`src/rtl/stip_pkg.sv`:
```
package stip_pkg;

  localparam int LANES = 4;

  // Enable shapes that one memory write may carry: single byte, aligned
  // half, full word, or a contiguous run anchored on lane 0 or lane 3.
  function automatic logic is_single_store(input logic [3:0] m);
    case (m)
      4'b0001, 4'b0010, 4'b0100, 4'b1000,
      4'b0011, 4'b1100, 4'b0111, 4'b1110, 4'b1111: return 1'b1;
      default: return 1'b0;
    endcase
  endfunction

  // First of at most two writes covering a lane pattern.
  function automatic logic [3:0] first_store(input logic [3:0] m);
    if (is_single_store(m)) return m;
    case (m)
      4'b0101, 4'b1001, 4'b1101: return 4'b0001;
      4'b1010, 4'b0110:          return 4'b0010;
      4'b1011:                   return 4'b0011;
      default:                   return m;
    endcase
  endfunction

endpackage

```
`src/rtl/stip_bitbuf.sv`:
```
module stip_bitbuf #(
  parameter int BEAT_W = 32,
  parameter int BUF_W  = 40,
  parameter int CNT_W  = 6
) (
  input  logic              clk,
  input  logic              rst,
  input  logic              clear,
  input  logic [1:0]        init_cnt,
  input  logic              load,
  input  logic [BEAT_W-1:0] load_data,
  input  logic              shift,
  output logic [BUF_W-1:0]  bits,
  output logic [CNT_W-1:0]  cnt
);
  localparam int GROUP = stip_pkg::LANES;

  // Leading zeros equal to the start offset align the pattern to a word.
  always_ff @(posedge clk) begin
    if (rst) begin
      bits <= '0;
      cnt  <= '0;
    end else if (clear) begin
      bits <= '0;
      cnt  <= CNT_W'(init_cnt);
    end else if (load) begin
      bits <= bits | (BUF_W'(load_data) << cnt);
      cnt  <= cnt + CNT_W'(BEAT_W);
    end else if (shift) begin
      bits <= bits >> GROUP;
      cnt  <= cnt - CNT_W'(GROUP);
    end
  end
endmodule

```
`src/rtl/stip_lane_mask.sv`:
```
module stip_lane_mask #(
  parameter int REM_W = 13
) (
  input  logic [REM_W-1:0] rem,
  input  logic [1:0]       lead,
  input  logic             first,
  output logic [3:0]       mask
);
  logic [3:0] tail, head;

  always_comb begin
    if (rem >= REM_W'(stip_pkg::LANES)) tail = 4'hF;
    else                                tail = (4'd1 << rem[1:0]) - 4'd1;
    head = first ? (4'hF << lead) : 4'hF;
    mask = tail & head;
  end
endmodule

```
`src/rtl/stip_live_scan.sv`:
```
module stip_live_scan #(
  parameter int BUF_W = 40,
  parameter int REM_W = 13
) (
  input  logic [BUF_W-1:0] bits,
  input  logic [REM_W-1:0] rem,
  output logic             any_live,
  output logic             later_live
);
  localparam int GROUP = stip_pkg::LANES;

  logic [BUF_W-1:0] keep;

  for (genvar i = 0; i < BUF_W; i++) begin : g_keep
    assign keep[i] = (REM_W'(i) < rem);
  end

  assign any_live   = |(bits & keep);
  assign later_live = |(bits & keep & ~BUF_W'((1 << GROUP) - 1));
endmodule

```
`src/rtl/stip_span_painter.sv`:
```
module stip_span_painter #(
  parameter int ADDR_W  = 16,
  parameter int WIDTH_W = 12,
  parameter int BEAT_W  = 32,
  parameter int PIX_W   = 8
) (
  input  logic                          clk,
  input  logic                          rst,
  input  logic                          span_start,
  input  logic [ADDR_W-1:0]             span_addr,
  input  logic [WIDTH_W-1:0]            span_width,
  input  logic                          span_opaque,
  input  logic [PIX_W-1:0]              fg_pix,
  input  logic [PIX_W-1:0]              bg_pix,
  output logic                          span_ready,
  input  logic                          stip_valid,
  input  logic [BEAT_W-1:0]             stip_data,
  output logic                          stip_ready,
  output logic                          wr_valid,
  output logic [ADDR_W-3:0]             wr_addr,
  output logic [3:0]                    wr_be,
  output logic [stip_pkg::LANES*PIX_W-1:0] wr_data,
  output logic                          span_done
);
  import stip_pkg::*;

  localparam int WORD_W  = LANES * PIX_W;
  localparam int WADDR_W = ADDR_W - 2;
  localparam int REM_W   = WIDTH_W + 1;
  localparam int BUF_W   = BEAT_W + 2 * LANES;
  localparam int CNT_W   = $clog2(BUF_W + 1);
  localparam int BEATS_W = WIDTH_W;
  localparam int BEAT_SH = $clog2(BEAT_W);

  logic               busy, opaque_q, first_q, pend_q, pend_last;
  logic [PIX_W-1:0]   fg_q, bg_q;
  logic [WADDR_W-1:0] word_ptr;
  logic [1:0]         lead_q;
  logic [REM_W-1:0]   rem;
  logic [BEATS_W-1:0] beats_left;
  logic [3:0]         pend_be;

  logic [BUF_W-1:0]   bits;
  logic [CNT_W-1:0]   cnt;
  logic [3:0]         lane_mask, group, first_be, second_be;
  logic               any_live, later_live;
  logic               need_load, proc, trans_stop, last_grp, accept;
  logic [REM_W-1:0]   rem_init, beats_sum;
  logic [BEATS_W-1:0] beats_init;
  logic [WORD_W-1:0]  opq_data;

  assign accept     = !busy && span_start;
  assign span_ready = !busy;
  assign rem_init   = REM_W'(span_width) + REM_W'(span_addr[1:0]);
  assign beats_sum  = REM_W'(span_width) + REM_W'(BEAT_W - 1);
  assign beats_init = BEATS_W'(beats_sum >> BEAT_SH);

  assign need_load  = busy && !pend_q && (cnt < CNT_W'(LANES)) && (beats_left != '0);
  assign stip_ready = need_load;
  assign proc       = busy && !pend_q && !need_load;
  assign trans_stop = !opaque_q && (beats_left == '0) && !any_live;
  assign last_grp   = (rem <= REM_W'(LANES)) || (!opaque_q && (beats_left == '0) && !later_live);

  assign group      = bits[3:0] & lane_mask;
  assign first_be   = first_store(group);
  assign second_be  = group & ~first_be;

  for (genvar l = 0; l < LANES; l++) begin : g_opq
    assign opq_data[l*PIX_W +: PIX_W] = bits[l] ? fg_q : bg_q;
  end

  stip_bitbuf #(.BEAT_W(BEAT_W), .BUF_W(BUF_W), .CNT_W(CNT_W)) i_buf (
    .clk      (clk),
    .rst      (rst),
    .clear    (accept),
    .init_cnt (span_addr[1:0]),
    .load     (need_load && stip_valid),
    .load_data(stip_data),
    .shift    (proc && !trans_stop),
    .bits     (bits),
    .cnt      (cnt)
  );

  stip_lane_mask #(.REM_W(REM_W)) i_mask (
    .rem  (rem),
    .lead (lead_q),
    .first(first_q),
    .mask (lane_mask)
  );

  stip_live_scan #(.BUF_W(BUF_W), .REM_W(REM_W)) i_scan (
    .bits      (bits),
    .rem       (rem),
    .any_live  (any_live),
    .later_live(later_live)
  );

  always_ff @(posedge clk) begin
    if (rst) begin
      busy       <= 1'b0;
      opaque_q   <= 1'b0;
      first_q    <= 1'b0;
      pend_q     <= 1'b0;
      pend_last  <= 1'b0;
      pend_be    <= '0;
      fg_q       <= '0;
      bg_q       <= '0;
      word_ptr   <= '0;
      lead_q     <= '0;
      rem        <= '0;
      beats_left <= '0;
      wr_valid   <= 1'b0;
      wr_addr    <= '0;
      wr_be      <= '0;
      wr_data    <= '0;
      span_done  <= 1'b0;
    end else begin
      wr_valid  <= 1'b0;
      span_done <= 1'b0;
      if (!busy) begin
        if (span_start) begin
          opaque_q   <= span_opaque;
          fg_q       <= fg_pix;
          bg_q       <= bg_pix;
          word_ptr   <= span_addr[ADDR_W-1:2];
          lead_q     <= span_addr[1:0];
          rem        <= rem_init;
          beats_left <= beats_init;
          first_q    <= 1'b1;
          pend_q     <= 1'b0;
          if (span_width == '0) span_done <= 1'b1;
          else                  busy      <= 1'b1;
        end
      end else if (pend_q) begin
        wr_valid <= 1'b1;
        wr_be    <= pend_be;
        pend_q   <= 1'b0;
        if (pend_last) begin
          busy      <= 1'b0;
          span_done <= 1'b1;
        end
      end else if (need_load) begin
        if (stip_valid) beats_left <= beats_left - BEATS_W'(1);
      end else if (trans_stop) begin
        busy      <= 1'b0;
        span_done <= 1'b1;
      end else begin
        word_ptr <= word_ptr + WADDR_W'(1);
        rem      <= rem - REM_W'(LANES);
        first_q  <= 1'b0;
        wr_addr  <= word_ptr;
        if (opaque_q) begin
          wr_valid <= 1'b1;
          wr_be    <= lane_mask;
          wr_data  <= opq_data;
          if (last_grp) begin
            busy      <= 1'b0;
            span_done <= 1'b1;
          end
        end else begin
          wr_data <= {LANES{fg_q}};
          if (group != 4'b0000) begin
            wr_valid <= 1'b1;
            wr_be    <= first_be;
          end
          if (second_be != 4'b0000) begin
            pend_q    <= 1'b1;
            pend_be   <= second_be;
            pend_last <= last_grp;
          end else if (last_grp) begin
            busy      <= 1'b0;
            span_done <= 1'b1;
          end
        end
      end
    end
  end
endmodule

```
`config.mk`:
```
export PLATFORM = sky130hd
export DESIGN_NAME = stip_span_painter
export DESIGN_NICKNAME = d
export VERILOG_FILES = /design/src/rtl/stip_pkg.sv /design/src/rtl/stip_bitbuf.sv /design/src/rtl/stip_lane_mask.sv /design/src/rtl/stip_live_scan.sv /design/src/rtl/stip_span_painter.sv
export SDC_FILE = /design/constraint.sdc
export NUM_CORES = 1
export LEC_CHECK = 0
export BUFFER_PORTS_ARGS = -buffer_cell sky130_fd_sc_hd__buf_2
export CAP_MARGIN = 20
export CORE_ASPECT_RATIO = 2
export CORE_MARGIN = 1
export CORE_UTILIZATION = 50
export CTS_CLUSTER_SIZE = 20
export DETAILED_ROUTE_END_ITERATION = 8
export HOLD_SLACK_MARGIN = 0.15
export PLACE_DENSITY = 0.71
export SYNTH_ARGS = -nofsm -noshare
export SYNTH_HDL_FRONTEND = slang
export SYNTH_SLANG_ARGS = --single-unit
```
`constraint.sdc`:
```
create_clock -name clk -period 6.2 [get_ports clk]
set_clock_uncertainty 0.15 [all_clocks]
set_input_delay 0.93 -clock clk [delete_from_list [all_inputs] [get_ports clk]]
set_output_delay 0.93 -clock clk [all_outputs]
set_load 0.005 [all_outputs]
```
==> impl_metrics.ini <==
[run_status]
status = complete, no violations

[finish]
synthToLayoutAreaGrowth_pct = 13.4
fillers = 1953
layout-drive-gt1-share_pct = 17.6
postLayoutCellArea_mm2 = 0.0118
multiInputGateArea_mm2 = 0.00665
diodes = 0
finalNonFillerCells = 1683
seq_area_mm2 = 0.00325
final_net_count = 1499

[synthesis]
ys.flop_type = dfxtp_1
yosys_warnings = 0
async_flop_share_pct = 0
ys_seq_area_share_pct = 31.2
synth_edf_count = 0
yosysMostFrequentCell = nand2_1
syn_nets = 1437
synth_largest_area_cell = dfxtp_1
synth.area.top_cells = dfxtp_1, nand2_1, mux2i_1, nor2_1, a21oi_1
synthTopCellsByCount = nand2_1, dfxtp_1, nor2_1, a21oi_1, clkbuf_1
netlist_instances = 1344
ys_ff_latch = 162
synth_area_mm2 = 0.0104
yosysTopAreaCellShare_pct = 31.2
syn_area_per_cell_um2 = 7.74
synth.distinct_cells = 81

[sta]
rsz0062_at_grt = false
drv_slew = 0
min_period_over_period_pct = 72.4
maxSlewHeadroom_pct = 20.6
hold_viol_final = 0
tns_ns = 0
setup_viol = 0
period_needed_ns = 4.49
fmax_mhz = 223
tightest_slew_ns = 1.18

[critical_path]
crit_chain = nor3_1 > nand4_1 > a221oi_1 > a21oi_1 > nor3_1 > nand2_2 > a31oi_4 > mux2_2
worstSetupPathType = register to register
crit_family = simple AND/OR/NAND/NOR gates
crit_path_start_kind = register
required_ns = 6.38
cp_num_buf_inv = 0
worst-path-max-fanout = 16
r2r_slack_ns = 1.71
critical-path-max-stage-delay_ns = 0.91
timing.rr.end = wr_be[2]$_SDFFE_PP0P_
cp-startpoint = rem[6]$_SDFFE_PP0P_
r2r_start = rem[6]$_SDFFE_PP0P_
reg2reg_depth = 8
end_kind = register
critical_path_arrival_ns = 4.67
cpMaxStageDelayCell = nor3_1
cp_common_cell = nor3_1

[grt]
grt_max_degree = 97
track_usage_pct = 34.0
grt_overflow = 0
first_global_vias = 10500
grt_pass1_wl_um = 56000
antenna_found_initial = 1

[floorplan]
die_x_um = 104
core-area_mm2 = 0.0204
core.rowCount = 74
initial_core_util_pct = 51.1
ios = 135
die-area_mm2 = 0.0214
dieHeight_um = 206

[clocking]
cts_resized = 0
cts.sinks = 162
cts_tree = built
clkTransAtPathRegs_ns = 0.06
cts_made_buffers = 17
cts_buffer_depth = 2
postCtsSetupBuffers = 0
htreeDepth = 4
holdBufCountCts = 0
cts_root_buf = clkbuf_16
clk_latency_ns = 0.44

[pwr]
ir_drop_v = 0.000274
p_leak_nw = 4.76
swShare_pct = 45.1
power_mw = 5.26
power_frac_seq_pct = 30.8
clkPwrFrac_pct = 22.4
p_comb_share_pct = 46.8
power_density_mw_per_mm2 = 445
p_switching_mw = 2.37
internal_power_mw = 2.89

[drt]
initialDrtViolationCount = 709
via_per_inst = 6.41
dr.pass1.iters = 5
postRouteAntennaNets = 0
wl_um = 36500
num_vias = 10800
drcViolationCount = 0
wire_per_inst_um = 21.7

[placement]
dpl.hpwl_um = 26300
numPlacedInstances = 1651
port_buffers = 134
gp_congestion = 0.955
postPlaceCellArea_mm2 = 0.0111

[hold_path]
worstHoldPathCells = 2
hold_class = register to register
hold-path-endpoint = wr_addr[12]$_SDFFE_PP0P_
hp-start = wr_addr[12]$_SDFFE_PP0P_

[flow_run]
cap_violations = 0
-- area by class of cell --
| type | instances | area share, % |
|---|---|---|
| Clock buffer | 18 | 3.72 |
| Clock inverter | 12 | 1.73 |
| Inverter | 22 | 0.700 |
| Multi-Input combinational cell | 1049 | 56.3 |
| Sequential cell | 162 | 27.5 |
| Tap cell | 266 | 2.82 |
| Timing Repair Buffer | 154 | 7.19 |
-- worst reg2reg max path: stages (launching register included) --
cell,delay [ns]
dfxtp_1,0.41
nor3_1,0.89
nand4_1,0.20
a221oi_1,0.32
a21oi_1,0.13
nor3_1,0.92
nand2_2,0.51
a31oi_4,0.47
mux2_2,0.38
-- metal layers --
metal | GRT usage [%] | wire length (um) | vias up
li1 | - | - | 5053
met1 | 31.9 | 12200 | 5089
met2 | 62.4 | 19000 | 482
met3 | 5.77 | 1950 | 166
met4 | 31.3 | 3350 | 0
met5 | 0 | 0 | -
-- cell families after synthesis --
| family | share of synthesized area, % |
|---|---|
| mux | 13.0 |
| simple gates | 23.8 |
| compound gates | 23.5 |
| flops | 31.2 |
| fa+ha+maj | 1.51 |
| buf+inv | 5.08 |
| xor+xnor | 1.85 |
-- power groups by stage --
stage          registers (mW)  logic (mW)  clock network, mW
2_1_floorplan            1.47        1.77                  0
3_3_place_gp             1.63        2.38                  0
3_5_place_dp             1.64        2.39                  0
4_1_cts                  1.62        2.40               1.19
5_1_grt                  1.65        2.68               1.22
6_report                 1.62        2.46               1.18
-- flip-flops by register name, summed over array words and instances, names as in the netlist, 4 cells and up --
| signal | count |
|---|---|
| word_ptr | 14 |
| fg_q | 8 |
| pend_be | 4 |
| wr_data | 32 |
| i_buf.cnt | 5 |
| rem | 13 |
| i_buf.bits | 40 |
| beats_left | 12 |
| bg_q | 8 |
| wr_addr | 14 |
| wr_be | 4 |
-- per-stage QoR --
| step | util, % | hold slack [ns] | worst slack [ns] |
|---|---|---|---|
| after floorplan | - | 0.291 | 2.51 |
| after global placement | 54.7 | 0.294 | 1.86 |
| after detailed placement | 54.7 | 0.297 | 1.83 |
| after CTS | 57.8 | 0.307 | 1.81 |
| after global routing | 58.0 | 0.328 | 1.55 |
| final | 58.0 | 0.306 | 1.71 |
-- cell usage in the layout, fill, tap and decap left out, types with 13 or more instances in the layout --
cell type and n:
nand2_1 189, nor2_1 161, dfxtp_1 159, buf_2 133, a21oi_1 114, mux2i_1 69
a211oi_1 65, nor3_1 59, o21ai_0 58, nand3_1 41, mux4_2 24, inv_1 19
buf_4 19, clkbuf_16 17, and3_1 14, xnor2_1 14, o22ai_1 13, nand4_1 13
-- how the worst max path moves through the flow --
stage	slack, ns	cells after the start	to
5_1_grt	1.55	9	i_buf.bits[1]$_SDFFE_PP0P_
4_1_cts	1.81	8	wr_be[2]$_SDFFE_PP0P_
2_1_floorplan	2.51	13	span_done$_SDFF_PP0_
6_report	1.71	8	wr_be[2]$_SDFFE_PP0P_
3_3_place_gp	1.86	8	wr_be[2]$_SDFFE_PP0P_
3_5_place_dp	1.83	8	wr_be[2]$_SDFFE_PP0P_
Power figures use the tool's default switching activity.
